File: config.mk
export PLATFORM = sky130hd
export DESIGN_NAME = serial_rx_core
export DESIGN_NICKNAME = d
export VERILOG_FILES = /design/src/rtl/srx_pkg.sv /design/src/rtl/srx_line_front.sv /design/src/rtl/srx_bit_clock.sv /design/src/rtl/srx_frame_ctrl.sv /design/src/rtl/srx_result_reg.sv /design/src/rtl/serial_rx_core.sv
export SDC_FILE = /design/constraint.sdc
export NUM_CORES = 1
export LEC_CHECK = 0
export BUFFER_PORTS_ARGS = -buffer_cell sky130_fd_sc_hd__buf_2
export CAP_MARGIN = 20
export CORE_MARGIN = 2
export CORE_UTILIZATION = 53
export CTS_BUF_LIST = sky130_fd_sc_hd__clkbuf_8
export CTS_CLUSTER_SIZE = 8
export DETAILED_ROUTE_END_ITERATION = 6
export HOLD_SLACK_MARGIN = 0.05
export PLACE_DENSITY_LB_ADDON = 0.12
export SYNTH_ARGS = -nofsm -noshare
export SYNTH_HDL_FRONTEND = slang
export SYNTH_SLANG_ARGS = --single-unit
File: constraint.sdc
create_clock -name clk -period 2 [get_ports clk]
set_input_delay 0.3 -clock clk [delete_from_list [all_inputs] [get_ports clk]]
set_output_delay 0.3 -clock clk [all_outputs]
set_load 0.02 [all_outputs]
File: src/rtl/srx_pkg.sv
package srx_pkg;

  typedef enum logic [2:0] {
    ST_IDLE,
    ST_START,
    ST_DATA,
    ST_PAR,
    ST_STOP
  } rx_state_e;

  localparam logic [1:0] PM_EVEN = 2'b01;
  localparam logic [1:0] PM_ODD  = 2'b10;

  typedef struct packed {
    logic frame;
    logic parity;
    logic overrun;
  } rx_flags_t;

  function automatic logic parity_on(input logic [1:0] mode);
    return (mode == PM_EVEN) || (mode == PM_ODD);
  endfunction

  // ones_odd: XOR over data bits and the received parity bit
  function automatic logic parity_wrong(input logic [1:0] mode, input logic ones_odd);
    if (mode == PM_EVEN) return ones_odd;
    if (mode == PM_ODD)  return ~ones_odd;
    return 1'b0;
  endfunction

endpackage

File: src/rtl/srx_line_front.sv
module srx_line_front #(
  parameter int SYNC_STAGES = 2
) (
  input  logic clk,
  input  logic rst,
  input  logic en_i,
  input  logic inv_i,
  input  logic line_i,
  output logic lvl_o,
  output logic fall_o
);
  logic [SYNC_STAGES-1:0] sync_q;
  logic [SYNC_STAGES:0]   warm_q;
  logic                   prev_q;

  always_ff @(posedge clk) begin
    if (rst) begin
      sync_q <= '1;
      warm_q <= '0;
      prev_q <= 1'b0;
    end else begin
      sync_q <= {sync_q[SYNC_STAGES-2:0], line_i};
      warm_q <= {warm_q[SYNC_STAGES-1:0], 1'b1};
      prev_q <= lvl_o;
    end
  end

  // Level after the synchronizer, then polarity applied.
  assign lvl_o  = sync_q[SYNC_STAGES-1] ^ inv_i;
  // Edge needs a real high seen earlier: a low held at enable never qualifies.
  assign fall_o = en_i & warm_q[SYNC_STAGES] & prev_q & ~lvl_o;
endmodule

File: src/rtl/srx_bit_clock.sv
module srx_bit_clock #(
  parameter int OVS = 16
) (
  input  logic clk,
  input  logic rst,
  input  logic clr_i,
  input  logic half_i,
  input  logic tick_i,
  output logic hit_o
);
  localparam int CNT_W = (OVS > 2) ? $clog2(OVS) : 1;
  localparam int HALF  = OVS / 2;
  localparam logic [CNT_W-1:0] LIM_HALF = CNT_W'(HALF - 1);
  localparam logic [CNT_W-1:0] LIM_FULL = CNT_W'(OVS - 1);

  logic [CNT_W-1:0] cnt_q;
  logic [CNT_W-1:0] lim;

  assign lim   = half_i ? LIM_HALF : LIM_FULL;
  assign hit_o = tick_i & ~clr_i & (cnt_q == lim);

  always_ff @(posedge clk) begin
    if (rst || clr_i) begin
      cnt_q <= '0;
    end else if (tick_i) begin
      if (hit_o) cnt_q <= '0;
      else       cnt_q <= cnt_q + 1'b1;
    end
  end
endmodule

File: src/rtl/srx_frame_ctrl.sv
module srx_frame_ctrl
  import srx_pkg::*;
#(
  parameter int DATA_W = 8
) (
  input  logic              clk,
  input  logic              rst,
  input  logic              en_i,
  input  logic [1:0]        par_mode_i,
  input  logic              lvl_i,
  input  logic              fall_i,
  input  logic              hit_i,
  output logic              tmr_clr_o,
  output logic              tmr_half_o,
  output logic              busy_o,
  output logic              end_o,
  output logic [DATA_W-1:0] word_o,
  output logic              fe_o,
  output logic              pe_o
);
  localparam int IDX_W = (DATA_W > 2) ? $clog2(DATA_W) : 1;
  localparam logic [IDX_W-1:0] LAST_IDX = IDX_W'(DATA_W - 1);

  rx_state_e         state_q;
  logic [IDX_W-1:0]  idx_q;
  logic [DATA_W-1:0] shreg_q;
  logic              pacc_q;
  logic              busy_q;

  always_ff @(posedge clk) begin
    if (rst || !en_i) begin
      state_q <= ST_IDLE;
      idx_q   <= '0;
      pacc_q  <= 1'b0;
      busy_q  <= 1'b0;
      if (rst) shreg_q <= '0;
    end else begin
      case (state_q)
        ST_IDLE: begin
          if (fall_i) state_q <= ST_START;
        end
        ST_START: begin
          if (hit_i) begin
            if (!lvl_i) begin
              state_q <= ST_DATA;
              busy_q  <= 1'b1;
              idx_q   <= '0;
              pacc_q  <= 1'b0;
            end else begin
              state_q <= ST_IDLE;
            end
          end
        end
        ST_DATA: begin
          if (hit_i) begin
            shreg_q <= {lvl_i, shreg_q[DATA_W-1:1]};
            pacc_q  <= pacc_q ^ lvl_i;
            if (idx_q == LAST_IDX) begin
              state_q <= parity_on(par_mode_i) ? ST_PAR : ST_STOP;
            end else begin
              idx_q <= idx_q + 1'b1;
            end
          end
        end
        ST_PAR: begin
          if (hit_i) begin
            pacc_q  <= pacc_q ^ lvl_i;
            state_q <= ST_STOP;
          end
        end
        ST_STOP: begin
          if (hit_i) begin
            state_q <= ST_IDLE;
            busy_q  <= 1'b0;
          end
        end
        default: state_q <= ST_IDLE;
      endcase
    end
  end

  assign tmr_clr_o  = (state_q == ST_IDLE);
  assign tmr_half_o = (state_q == ST_START);
  assign busy_o     = busy_q;
  assign end_o      = (state_q == ST_STOP) & hit_i;
  assign word_o     = shreg_q;
  assign fe_o       = ~lvl_i;
  assign pe_o       = parity_wrong(par_mode_i, pacc_q);
endmodule

File: src/rtl/srx_result_reg.sv
module srx_result_reg
  import srx_pkg::*;
#(
  parameter int DATA_W = 8
) (
  input  logic              clk,
  input  logic              rst,
  input  logic              end_i,
  input  logic [DATA_W-1:0] word_i,
  input  logic              fe_i,
  input  logic              pe_i,
  input  logic              rd_i,
  output logic [DATA_W-1:0] data_o,
  output logic              valid_o,
  output logic              done_o,
  output logic              err_o,
  output rx_flags_t         flags_o
);
  logic ovr;
  assign ovr = valid_o & ~rd_i;

  always_ff @(posedge clk) begin
    if (rst) begin
      data_o  <= '0;
      valid_o <= 1'b0;
      done_o  <= 1'b0;
      err_o   <= 1'b0;
      flags_o <= '0;
    end else begin
      done_o <= 1'b0;
      err_o  <= 1'b0;
      if (rd_i) valid_o <= 1'b0;
      if (end_i) begin
        flags_o <= '{frame: fe_i, parity: pe_i, overrun: ovr};
        if (ovr) begin
          err_o <= 1'b1;
        end else begin
          data_o  <= word_i;
          valid_o <= 1'b1;
          if (fe_i || pe_i) err_o  <= 1'b1;
          else              done_o <= 1'b1;
        end
      end
    end
  end
endmodule

File: src/rtl/serial_rx_core.sv
module serial_rx_core
  import srx_pkg::*;
#(
  parameter int DATA_W      = 8,
  parameter int OVS         = 16,
  parameter int SYNC_STAGES = 2
) (
  input  logic              clk,
  input  logic              rst,
  input  logic              rx_en,
  input  logic              rx_inv,
  input  logic [1:0]        par_mode,
  input  logic              os_tick,
  input  logic              rx_line,
  input  logic              rd_strobe,
  output logic [DATA_W-1:0] rx_data,
  output logic              rx_valid,
  output logic              rx_busy,
  output logic              rx_done,
  output logic              rx_err,
  output logic              err_frame,
  output logic              err_parity,
  output logic              err_overrun
);
  logic              lvl, fall, hit, tmr_clr, tmr_half, frame_end, fe, pe;
  logic [DATA_W-1:0] word;
  rx_flags_t         flags;

  srx_line_front #(.SYNC_STAGES(SYNC_STAGES)) u_front (
    .clk(clk), .rst(rst), .en_i(rx_en), .inv_i(rx_inv),
    .line_i(rx_line), .lvl_o(lvl), .fall_o(fall)
  );

  srx_bit_clock #(.OVS(OVS)) u_clock (
    .clk(clk), .rst(rst), .clr_i(tmr_clr), .half_i(tmr_half),
    .tick_i(os_tick), .hit_o(hit)
  );

  srx_frame_ctrl #(.DATA_W(DATA_W)) u_ctrl (
    .clk(clk), .rst(rst), .en_i(rx_en), .par_mode_i(par_mode),
    .lvl_i(lvl), .fall_i(fall), .hit_i(hit),
    .tmr_clr_o(tmr_clr), .tmr_half_o(tmr_half), .busy_o(rx_busy),
    .end_o(frame_end), .word_o(word), .fe_o(fe), .pe_o(pe)
  );

  srx_result_reg #(.DATA_W(DATA_W)) u_result (
    .clk(clk), .rst(rst), .end_i(frame_end), .word_i(word),
    .fe_i(fe), .pe_i(pe), .rd_i(rd_strobe),
    .data_o(rx_data), .valid_o(rx_valid), .done_o(rx_done),
    .err_o(rx_err), .flags_o(flags)
  );

  assign err_frame   = flags.frame;
  assign err_parity  = flags.parity;
  assign err_overrun = flags.overrun;
endmodule

==> flow_metrics.tcl, run 1 <==
set metrics [dict create \
    crit_path_start_kind "register" \
    slew_headroom_pct 69.7 \
    num_vias 1268 \
    ys_types 45 \
    drtIter0Drc 81 \
    ys.flop_type "dfxtp_1" \
    grt_pass1_wl_um 5020 \
    postSynthAreaPerCell_um2 10.5 \
    pwr-share-seq_pct 60.3 \
    hp-class "in2reg" \
    worst_pin_slew_ps 454 \
    slew_viol_final 0 \
    grt_usage_pct 18.2 \
    cts_resized 0 \
    die_w_um 61.9 \
    ys_ff_latch 40 \
    p_leak_nw 0.901 \
    crit_type "reg2reg" \
    switching_power_uw 302 \
    place_congestion 0.820 \
    crit_fanout 8 \
    comb_power_share_pct 4.5 \
    post-route-period-util_pct 82.5 \
    routedWlPerCell_um 12.6 \
    post_cts_buffers 0 \
    setup_viol 0 \
    status "complete, no violations" \
    cp.required_ps 2000 \
    switching_share_pct 21.6 \
    cp.arrival_ps 1640 \
    numCtsBuffers 5 \
    port_buffers 23 \
    yosys.area.top_type_share_pct 36.0 \
    cp-end-kind "register" \
    dp_hpwl_um 2260 \
    antennaDiodeCount 0 \
    pwr_density_cell_nw_per_um2 694 \
    synth.area.top_cells "dfxtp_1 36%, edfxtp_1 14%, mux2i_1 8.4%" \
    ctsLongestPathBuffers 2 \
    num_rows 21 \
    seq_area_frac_synth_pct 49.5 \
    period_needed_ps 1650 \
    syn_area_um2 1780 \
    drv_cap 0 \
    final_antenna_net_count 0 \
    synthArstFlopShare_pct 0 \
    setup_tns_ps 0 \
    drive_above_1_share_pct 22.7 \
    htreeDepth 2 \
    ios 24 \
    fillers 293 \
    fmax_mhz 606 \
    start_util_pct 54.2 \
    die_h_um 61.9 \
    ctsHoldBuffers 0 \
    clock_latency_ps 290 \
    final_cell_count_no_fill 240 \
    core_um2 3280 \
    rsz0062_at_grt "no" \
    finClkSkew_ps 6.97 \
    irDropWorstVdd_mv 0.409 \
    synth_cells 169 \
    dr.pass1.iters 4 \
    viasPerCell 5.28 \
    dp_cells 232 \
    grt_pass1_vias 1155 \
    antenna_found_initial 0 \
    hold_viol 0 \
    syn_nets 183 \
    synth_edf_count 8 \
    post-route-drc-count 0 \
    pwr-share-clk_pct 35.1 \
    power.total_mw 1.40 \
    routed_wl_um 3010 \
    tritoncts_num_sinks 40 \
    cts_root_buf "clkbuf_8" \
    dieArea_um2 3840 \
    pre_cts_ws_ps 360 \
    ys_warn_count 0 \
    areaGrowthSynthToFinish_pct 13.2 \
    p_int_mw 1.10 \
    yosysTopAreaCell "dfxtp_1" \
    fin_nets 207 \
    tritoncts "done" \
    clk_pin_slew_ps 70 \
    global_route.overflow_total 0 \
    grt_max_degree 26 \
    worst_slack_ps 351 \
]
-- final cells by class --
class	instances	area (um2)	share of cell area [%]
Clock buffer	5	68.8	3.42
Clock inverter	3	12.5	0.622
Inverter	4	15.0	0.746
Multi-Input combinational cell	117	848	42.1
Sequential cell	40	881	43.8
Tap cell	46	57.6	2.86
Timing Repair Buffer	25	130	6.46
-- metal layers --
metal | GRT usage (%) | vias up | routed length [um]
li1 | - | 638 | -
met1 | 22.9 | 598 | 1400
met2 | 29.0 | 25 | 1430
met3 | 5.18 | 7 | 125
met4 | 7.90 | 0 | 59
met5 | 0 | - | 0
-- cell families after synthesis --
family,count (synthesis),share of synthesized area [%]
buffers and inverters,12,3.23
muxes,15,8.44
adders and majority gates,5,3.52
and+or+nand+nor,72,23.5
AOI/OAI and AO/OA,20,8.51
DFF,40,49.5
xor gates and xnor gates,5,3.31
-- Yosys cell counts, types with 4 or more instances --
cell	number
nor3_1	7
nand3_1	5
a21oi_1	4
inv_1	4
nor2_1	17
buf_2	4
nand2b_1	5
dfxtp_1	32
edfxtp_1	8
and2_1	7
mux2i_1	15
ha_1	5
nand2_1	10
-- path summary, 6_finish.rpt --
kind,start,end,slack [ps],cells after the start
worst max-delay path,u_clock.cnt_q[1]$_SDFFE_PP0P_,u_ctrl.word_o[2]$_SDFFCE_PP0P_,350,4
worst min-delay path,rx_line,u_front.sync_q[0]$_SDFF_PP1_,190,2
worst max register to register,u_clock.cnt_q[1]$_SDFFE_PP0P_,u_ctrl.word_o[2]$_SDFFCE_PP0P_,350,4
worst min register to register,u_front.sync_q[0]$_SDFF_PP1_,u_front.sync_q[1]$_SDFF_PP1_,410,1
-- power by group through the flow --
| stage | Sequential (mW) | Combinational [mW] | Clock (mW) |
|---|---|---|---|
| 2_1_floorplan | 0.859 | 0.0403 | 0 |
| 3_3_place_gp | 0.862 | 0.0614 | 0 |
| 3_5_place_dp | 0.862 | 0.0635 | 0 |
| 4_1_cts | 0.843 | 0.0639 | 0.509 |
| 5_1_grt | 0.845 | 0.0707 | 0.550 |
| 6_report | 0.844 | 0.0631 | 0.491 |
-- critical path: stages (launching register included) --
cell     delay (ps)
dfxtp_1         360
ha_1            220
nand4_1         230
o41ai_2         330
buf_4           220
-- state kept, by name, indices dropped and copies added, names as in the netlist --
register          flops
u_result.done_o       1
u_ctrl.idx_q          3
u_clock.cnt_q         4
u_result.flags_o      3
u_result.data_o       8
u_ctrl.busy_o         1
u_ctrl.pacc_q         1
u_result.err_o        1
u_result.valid_o      1
u_front.warm_q        3
u_ctrl.word_o         8
u_front.sync_q        2
u_front.prev_q        1
u_ctrl.state_q        3
-- metrics by stage --
stage | instance area (um2) | hold WS, ps | util (%)
after floorplan | 1790 | 372 | -
after global placement | 1930 | 398 | 58.8
after detailed placement | 1930 | 397 | 58.8
after CTS | 2010 | 189 | 61.3
after global routing | 2010 | 203 | 61.3
final | 2010 | 194 | 61.3
-- placed cells by master (no fill, tap or decap), types with 3 or more instances in the layout --
| master | Yosys | layout |
|---|---|---|
| dfxtp_1 | 32 | 32 |
| clkbuf_8 | 0 | 5 |
| a21oi_1 | 4 | 4 |
| nand3_1 | 5 | 5 |
| and2_1 | 7 | 7 |
| nor3_1 | 7 | 7 |
| mux2i_1 | 15 | 15 |
| inv_1 | 4 | 6 |
| edfxtp_1 | 8 | 8 |
| nand2_1 | 10 | 10 |
| ha_1 | 5 | 5 |
| nor2_1 | 17 | 17 |
| nand2b_1 | 5 | 5 |
| nor3b_1 | 3 | 3 |
| nor2b_1 | 3 | 3 |
| nand4_1 | 3 | 3 |
| buf_2 | 4 | 23 |
Note: power is estimated with default switching activity, not from simulation.
==> inputs of run 2 (changes only) <==
clock period = 1.5 ns   (was 2 ns; I/O delays follow)
==> run 2 against run 1 <==
- critical path depth fell by 1
- largest cell class is now multi-input combinational cells
- largest power group unchanged
- final area rose by 6.2%
- die area did not move
- combinational power rose by 48%
- register-to-register slack got worse by 320 ps
- highest routed layer unchanged
- clock power rose by 45%
==> flow_metrics.tcl, run 2 (synthesized netlist as in run 1, its figures left out) <==
set metrics [dict create \
    die_w_um 61.9 \
    pwr_density_cell_nw_per_um2 902 \
    cts_root_buf "clkbuf_8" \
    slew_headroom_pct 70.7 \
    cp_slowest_cell "dfxtp_1" \
    switching_share_pct 23.3 \
    clock_latency_ps 290 \
    place_congestion 0.823 \
    rsz0062_at_grt "no" \
    period_needed_ps 1470 \
    final_util_pct 65.1 \
    switching_power_uw 449 \
    antennaDiodeCount 0 \
    grt_max_degree 19 \
    crit_type "reg2reg" \
    fin_nets 216 \
    crit_fanout 8 \
    ios 24 \
    pwr-share-seq_pct 58.3 \
    core_um2 3280 \
    mostFrequentLayoutCell "dfxtp_1" \
    slew_viol_final 0 \
    post-route-drc-count 0 \
    numCtsBuffers 5 \
    areaGrowthSynthToFinish_pct 20.1 \
    cp.required_ps 1500 \
    pwr-share-clk_pct 36.8 \
    htreeDepth 2 \
    viasPerCell 5.24 \
    fmax_mhz 679 \
    tritoncts "done" \
    cp.arrival_ps 1480 \
    start_util_pct 54.2 \
    setup_viol 0 \
    irDropWorstVdd_mv 0.518 \
    antenna_found_initial 0 \
    setup_tns_ps 0 \
    grt_pass1_vias 1303 \
    tritoncts_num_sinks 40 \
    worst_pin_slew_ps 437 \
    drtIter0Drc 34 \
    hp-class "in2reg" \
    num_rows 21 \
    die_h_um 61.9 \
    ctsLongestPathBuffers 2 \
    layout_common_cells "27 x dfxtp_1, 23 x buf_2, 17 x nor2_1" \
    comb_power_share_pct 4.8 \
    p_int_mw 1.48 \
    drv_cap 0 \
    dp_hpwl_um 2570 \
    cp-end-kind "register" \
    clk_pin_slew_ps 80 \
    routed_wl_um 3540 \
    grt_usage_pct 20.9 \
    slowest_delay_ps 390 \
    num_vias 1306 \
    hold_viol 0 \
    final_antenna_net_count 0 \
    grt_pass1_wl_um 5730 \
    finClkSkew_ps 7.04 \
    crit_path_start_kind "register" \
    port_buffers 23 \
    global_route.overflow_total 0 \
    dieArea_um2 3840 \
    path_cells "nand2b_1 > o41ai_4 > buf_4" \
    p_leak_nw 0.946 \
    drive_above_1_share_pct 32.0 \
    dr.pass1.iters 4 \
    post-route-period-util_pct 98.2 \
    routedWlPerCell_um 14.2 \
    status "complete, no violations" \
]
run 2: cell types whose count changed in the layout (fill, tap and decap cells not counted), sizes merged:
cell    delta
clkinv     +2
buf        +9
inv        -2
run 2: final cells by class:
class	instances	area [um2]
Clock buffer	5	68.8
Multi-Input combinational cell	117	892
Clock inverter	3	18.8
Inverter	4	15.0
Tap cell	46	57.6
Timing Repair Buffer	34	198
Sequential cell	40	887
Fill cell	279	1150
run 2: repair_timing:
item	4_1_cts	5_1_grt
setup buffers	2	0
resized for setup	0	8
endpoints found under the setup margin	4	13
pin swaps	0	2
hold buffers	0	0
run 2: per-stage QoR:
stage | hold WS (ps) | std cells | total power, mW | worst slack (ps) | area [um2]
floorplan | 297 | 169 | 1.20 | 10.1 | 1810
global placement | 396 | 239 | 1.24 | 34.4 | 2010
detailed placement | 401 | 239 | 1.24 | 11.5 | 2010
CTS | 106 | 249 | 1.94 | 3.19 | 2110
global route | 98.3 | 249 | 1.99 | 1.78 | 2140
finish | 112 | 249 | 1.93 | 26.7 | 2140
run 2: per-layer routing:
metal	share of wire, %	GRT usage (%)
met1	45	25.0
met2	50	34.8
met3	3.0	6.21
met4	1.5	8.51
met5	0	0
run 2: power groups by stage:
| stage | registers, mW | logic, mW | clock network, mW |
|---|---|---|---|
| after global routing | 1.13 | 0.103 | 0.765 |
| final | 1.12 | 0.0933 | 0.710 |
| after detailed placement | 1.15 | 0.0930 | 0 |
| after CTS | 1.12 | 0.0939 | 0.723 |
| after global placement | 1.15 | 0.0916 | 0 |
| after floorplan | 1.15 | 0.0559 | 0 |
run 2: final timing paths:
kind,from,cells after the start,slack [ps],endpoint
max,u_ctrl.state_q[0]$_SDFFE_PP0P_,3,30,u_ctrl.word_o[5]$_SDFFCE_PP0P_
max reg2reg,u_ctrl.state_q[0]$_SDFFE_PP0P_,3,30,u_ctrl.word_o[5]$_SDFFCE_PP0P_
min,rx_line,2,110,u_front.sync_q[0]$_SDFF_PP1_
min reg2reg,u_front.sync_q[0]$_SDFF_PP1_,1,420,u_front.sync_q[1]$_SDFF_PP1_
run 2: critical path: cells and delay by family, from the launching register on:
family,cells,cell delay [ps]
AO/OA/AOI/OAI,1,310
flip-flops,1,390
buffers and inverters,1,220
AND/OR/NAND/NOR,1,270
